--- src/rtl/hsc_pkg.sv ---
// Shared types for the dual-slot header checker.
// Assumes a 16-bit info field per slot with the layout listed in the brief.
package hsc_pkg;

    typedef struct packed {
        logic       par;
        logic       has_data;
        logic       rsvd;
        logic [4:0] dw;
        logic [3:0] vc;
        logic [3:0] fc;
    } slot_info_t;

    typedef struct packed {
        logic       vld;
        logic [3:0] fc;
        logic [3:0] vc;
        logic [4:0] dw;
        logic       has_data;
        logic       par_bad;
    } slot_dec_t;

endpackage

--- src/rtl/hsc_slot_decode.sv ---
// Decodes one header slot: splits its info field and checks parity over the
// header's own dwords (from the slot anchor, length taken from the info field).
// Assumes SLOT_IDX*SLOT_BYTES is dword aligned and lies inside the bus.
module hsc_slot_decode #(
    parameter int SLOT_IDX   = 0,
    parameter int SLOT_BYTES = 16,
    parameter int HDR_BYTES  = 32,
    parameter bit PARITY_EN  = 1'b1
) (
    input  logic                   vld,
    input  logic [HDR_BYTES*8-1:0] hdr_bus,
    input  logic [15:0]            info_raw,
    output hsc_pkg::slot_dec_t     dec
);
    localparam int BASE    = SLOT_IDX * SLOT_BYTES;
    localparam int SPAN_DW = (HDR_BYTES - BASE) / 4;

    hsc_pkg::slot_info_t info;
    logic [SPAN_DW-1:0]  dw_par;
    logic [SPAN_DW-1:0]  dw_in;
    logic                par_calc;

    assign info = hsc_pkg::slot_info_t'(info_raw);

    // Per-dword parity and membership of each dword in this header.
    for (genvar d = 0; d < SPAN_DW; d++) begin : g_dw
        assign dw_par[d] = ^hdr_bus[(BASE + 4*d)*8 +: 32];
        assign dw_in[d]  = (info.dw > 5'(d));
    end

    // Expected parity: covered header bits plus all non-parity info bits.
    assign par_calc = (^(dw_par & dw_in)) ^ (^info_raw[14:0]);

    // Assemble the decoded record for this slot.
    always_comb begin
        dec          = '0;
        dec.vld      = vld;
        dec.fc       = info.fc;
        dec.vc       = info.vc;
        dec.dw       = info.dw;
        dec.has_data = info.has_data;
        dec.par_bad  = PARITY_EN && vld && (par_calc != info.par);
    end
endmodule

--- config.mk ---
export PLATFORM = sky130hd
export DESIGN_NAME = hsc_slot_decode
export DESIGN_NICKNAME = d
export VERILOG_FILES = /design/src/rtl/hsc_pkg.sv /design/src/rtl/hsc_slot_decode.sv
export SDC_FILE = /design/constraint.sdc
export NUM_CORES = 1
export LEC_CHECK = 0
export ABC_CLOCK_PERIOD_IN_PS = 2490
export BUFFER_PORTS_ARGS = -buffer_cell sky130_fd_sc_hd__buf_2
export CAP_MARGIN = 20
export CORE_AREA = 2 2 111 113
export DETAILED_ROUTE_END_ITERATION = 10
export DIE_AREA = 0 0 113 115
export SYNTH_ARGS = -nofsm -noshare
export SYNTH_HDL_FRONTEND = slang
export SYNTH_SLANG_ARGS = --single-unit
--- constraint.sdc ---
create_clock -name vclk -period 2.49
set_input_delay 0.1245 -clock vclk [all_inputs]
set_output_delay 0.1245 -clock vclk [all_outputs]
set_load 0.05 [all_outputs]
==> flow_summary.yaml, run 1 <==
route:
  drc: 17
  routed_via_density: 3.84
  drtPass1Iterations: 7
  drt_iter0_drc: 48
  drtAntennaViolNets: 0
  vias: 2860
  routedWlPerCell_um: 10.9
  wl_mm: 8.14
global_route:
  grt_start_max_net_pins: 8
  grt_pass1_vias: 2773
  track_usage: 0.107
  grt_pass1_wl_mm: 11.6
  antenna_found_initial: 0
  grt_overflow: 0
worst_setup_path:
  cp-startpoint: "info_raw[10]"
  path_depth: 12
  cp_top_family: "XOR/XNOR gates"
  cp_common_cell: "xnor2_1"
  critPathMaxStageDelay_ns: 0.35
  path_class: "in2out"
  worstPathCellList: "buf_2 -> inv_1 -> ha_4 -> xnor2_2 -> xnor2_1 -> xnor2_1 -> xnor2_1 -> nor3_2 -> a311o_1 -> a21bo_1 -> mux2i_2 -> buf_12"
  worstSetupEndpointType: "output pin"
  crit_slowest_cell: "a311o_1"
  crit_arrival_ns: 2.26
  cp.required_ns: 2.37
  critPathMaxFanout: 2
  cp-endpoint: "dec[0]"
  start_kind: "input port"
  path_buf_inv: 3
floorplan:
  initial_core_util: 0.228
  dieWidth_um: 113
  num_rows: 40
  dieArea_sq_mm: 0.0130
  coreArea_sq_mm: 0.0118
  die_h_um: 115
  io_pins: 289
placement:
  placed_cells: 744
  dp_hpwl_mm: 7.55
  io_buffers: 289
  dp_slack_ns: -0.00321
  place_congestion: 0.750
sta:
  slew_viol_final: 0
  setup_viol: 0
  fin_crit_sh: 0.958
  setup_tns_ns: 0
  tightest_slew_ns: 0.328
  hold_viol: 0
  fmax_ghz: 0.419
  rsz0062_at_grt: "yes"
  period_needed_ns: 2.39
  relSlewSlack: 0.779
  finalWorstSetupSlack_ns: 0.105
logic_synthesis:
  ys_top_cells_by_area: "xnor2_1 (75%), xor2_1 (9.7%), buf_4 (4.2%), ha_1 (2.8%), xnor3_1 (0.84%)"
  synth_cell_types: 24
  syn_area_per_cell_sq_um: 8.48
  synth.most_common_cell: "xnor2_1"
  synth_area_sq_mm: 0.00270
  ys_warn_count: 0
  yosysSeqAreaShare: 0
  synth_nets: 597
  synthTopCellsByCount: "xnor2_1 (232), xor2_1 (30), buf_4 (15), ha_1 (6), inv_1 (5)"
  synth_top_area_frac: 0.754
  synthCells: 318
  yosysTopAreaCell: "xnor2_1"
min_path:
  hp-class: "in2out"
layout:
  regArea_sq_um: 0
  multiInputGateArea_sq_mm: 0.00271
  clockBufferCount: 0
  drive_gt1_frac: 0.524
  seq_cells: 0
  nNetsFinal: 878
  fin_cells: 744
  nFillCells: 1244
  insertedDiodeCount: 0
  syn_to_final_growth_pct: 65.6
cts:
  cts_hold_buf: 0
flow_run:
  cap_violations: 0
pwr:
  leakage_nw: 2.00
  power.total_mw: 2.86
  vdd_drop_max_uv: 838
  power.density_mw_per_mm2: 639
status:
  outcome: "complete, but fails checks"
  violations: "design-rule violations"
==> area by class of cell <==
class / count / area share
inverters: 5 / 0.00420
repair buffers: 294 / 0.348
well taps: 147 / 0.0412
multi-input cells: 298 / 0.606
==> report_power, final <==
| part | total [mW] | switching, mW | internal [mW] |
|---|---|---|---|
| registers | 0 | 0 | 0 |
| clock network | 0 | 0 | 0 |
| logic | 2.86 | 1.31 | 1.55 |
==> cells by family (layout without fill, tap and decap cells) <==
group / Yosys count / count (layout) / share of synthesized area
compound gates: 15 / 15 / 0.0362
xor+xnor: 263 / 263 / 0.859
fa+ha+maj: 6 / 6 / 0.0278
buf+inv: 20 / 299 / 0.0487
mux: 1 / 1 / 0.00371
simple gates: 13 / 13 / 0.0241
==> cells in the final DEF (no fill, tap or decap), types with 2 or more instances in the layout <==
cell     synthesis  layout
a21oi_1          4       4
buf_2            0     279
buf_4           15       5
buf_6            0       9
ha_1             6       4
ha_4             0       2
inv_1            5       3
inv_2            0       2
nand2_1          4       4
nand3_1          2       2
o21ai_0          4       3
xnor2_1        232     220
xnor2_2          0      11
xor2_1          30      29
==> through the flow <==
step | area (sq um) | hold slack [ns] | util
after floorplan | 2700 | 0.416 | -
after global placement | 4270 | 0.559 | 0.362
after detailed placement | 4270 | 0.560 | 0.362
after CTS | 4280 | 0.560 | 0.362
after global routing | 4470 | 0.565 | 0.378
final | 4470 | 0.558 | 0.378
==> metal layers <==
layer	share of wire	global-route usage	vias to the layer above
met5	0	0	-
met4	0.0018	0	0
met3	0.10	0.0137	2
met2	0.56	0.232	155
met1	0.34	0.113	1176
li1	-	-	1527
==> how the worst min path moves through the flow <==
stage	start	endpoint	slack, ns	cells after the start
final	info_raw[0]	dec[11]	0.56	2
after global routing	info_raw[0]	dec[11]	0.57	2
after CTS	info_raw[0]	dec[11]	0.56	2
after detailed placement	info_raw[0]	dec[11]	0.56	2
after global placement	info_raw[2]	dec[13]	0.56	2
after floorplan	info_raw[7]	dec[10]	0.42	1
==> what timing repair did <==
item                                    in CTS  in global routing
cloned                                       0                  0
gates resized for setup                      1                 30
setup buffers                                0                  0
pin swaps                                    0                 22
endpoints found under the setup margin       1                  1
(Power assumes the default switching activity.)
==> inputs of run 2 (changes only) <==
==> constraint.sdc (replaced) <==
create_clock -name vclk -period 2.49
set_input_delay 0.498 -clock vclk [all_inputs]
set_output_delay 0.498 -clock vclk [all_outputs]
set_load 0.05 [all_outputs]
==> flow_summary.yaml, run 2 (synthesis gave the netlist of run 1 again) <==
route:
  wl_met3_um: 854
  drtAntennaViolNets: 0
  wl_met2_mm: 4.53
  top_layer_used: "met3"
  m1WireLength_mm: 2.76
  drt_iter0_drc: 47
  wl_mm: 8.15
  drtPass1Iterations: 8
  vias: 2944
  routed_via_density: 3.90
  drc: 18
  routedWlPerCell_um: 10.8
layout:
  insertedDiodeCount: 0
  seq_cells: 0
  multiInputGateArea_sq_mm: 0.00263
  nNetsFinal: 888
  drive_gt1_frac: 0.521
  final_cell_mix: "buf_2 (285), xnor2_1 (226), xor2_1 (29)"
  nFillCells: 1264
  syn_to_final_growth_pct: 64.2
  layout_commonest_cell: "buf_2"
  regArea_sq_um: 0
  clockBufferCount: 0
worst_setup_path:
  path_class: "in2out"
  critPathMaxFanout: 2
  start_kind: "input port"
  worstSetupEndpointType: "output pin"
  crit_arrival_ns: 2.68
  cp.required_ns: 1.99
sta:
  tightest_slew_ns: 0.320
  fmax_ghz: 0.315
  setup_viol: 1
  hold_viol: 0
  period_needed_ns: 3.18
  rsz0062_at_grt: "yes"
  finalWorstSetupSlack_ns: -0.689
  holdWs_ns: 1.31
  slew_viol_final: 0
  fin_crit_sh: 1.28
  relSlewSlack: 0.785
pwr:
  leakage_nw: 2.00
  vdd_drop_max_uv: 674
  power.density_mw_per_mm2: 683
  power.total_mw: 3.02
floorplan:
  num_rows: 40
  die_h_um: 115
  io_pins: 289
  initial_core_util: 0.228
  dieWidth_um: 113
  dieArea_sq_mm: 0.0130
  coreArea_sq_mm: 0.0118
placement:
  place_congestion: 0.808
  io_buffers: 289
  dp_slack_ns: -0.719
  dp_hpwl_mm: 7.79
global_route:
  grt_overflow: 0
  grt_pass1_vias: 2886
  track_usage: 0.110
  grt_start_max_net_pins: 8
  grt_pass1_wl_mm: 11.9
  antenna_found_initial: 0
cts:
  cts_setup_buffers: 0
  cts_hold_buf: 0
flow_run:
  cap_violations: 0
min_path:
  hp-class: "in2out"
status:
  violations: "design-rule violations, negative setup slack"
  outcome: "complete, but fails checks"
[run 2: changes by cell type in the layout (fill, tap and decap cells not counted), sizes merged]
cell	before	now
buf	294	304
[run 2: final timing paths]
kind	slack, ns	depth (start not counted)	startpoint	end
max	-0.69	11	hdr_bus[196]	dec[0]
min	1.31	2	info_raw[3]	dec[14]
[run 2: worst max-delay path, cell delays in order]
cell	delay, ns
buf_2	0.12
xnor2_1	0.21
xnor2_1	0.16
xnor2_1	0.15
xnor2_1	0.17
xnor2_1	0.15
or3_1	0.39
a311o_1	0.29
a21bo_1	0.20
mux2i_4	0.18
buf_12	0.16
[run 2: where the power goes]
group          internal (mW)  switching [mW]
registers                  0               0
clock network              0               0
logic                   1.67            1.36
[run 2: timing repair]
action,CTS,global route
pin swaps,8,9
resized for setup,5,6
setup endpoints to repair,1,1
[run 2: routing by layer]
layer | vias up | GRT usage
met1 | 1245 | 0.111
met3 | 0 | 0.0163
met5 | - | 0
met4 | 0 | 0.00163
li1 | 1544 | -
met2 | 155 | 0.246
[run 2: final cells by class]
cell class	count	share of cell area
Multi-Input combinational cell	298	0.594
Timing Repair Buffer	304	0.360
Tap cell	147	0.0415
Inverter	5	0.00424
[run 2: through the flow]
stage	utilization	cell area (sq um)	setup TNS (ns)	instances
detailed placement	0.369	4350	-0.719	754
finish	0.375	4430	-0.689	754
global route	0.375	4430	-0.858	754
global placement	0.369	4350	-0.714	754
floorplan	-	2710	-0.390	318
CTS	0.372	4390	-0.698	754
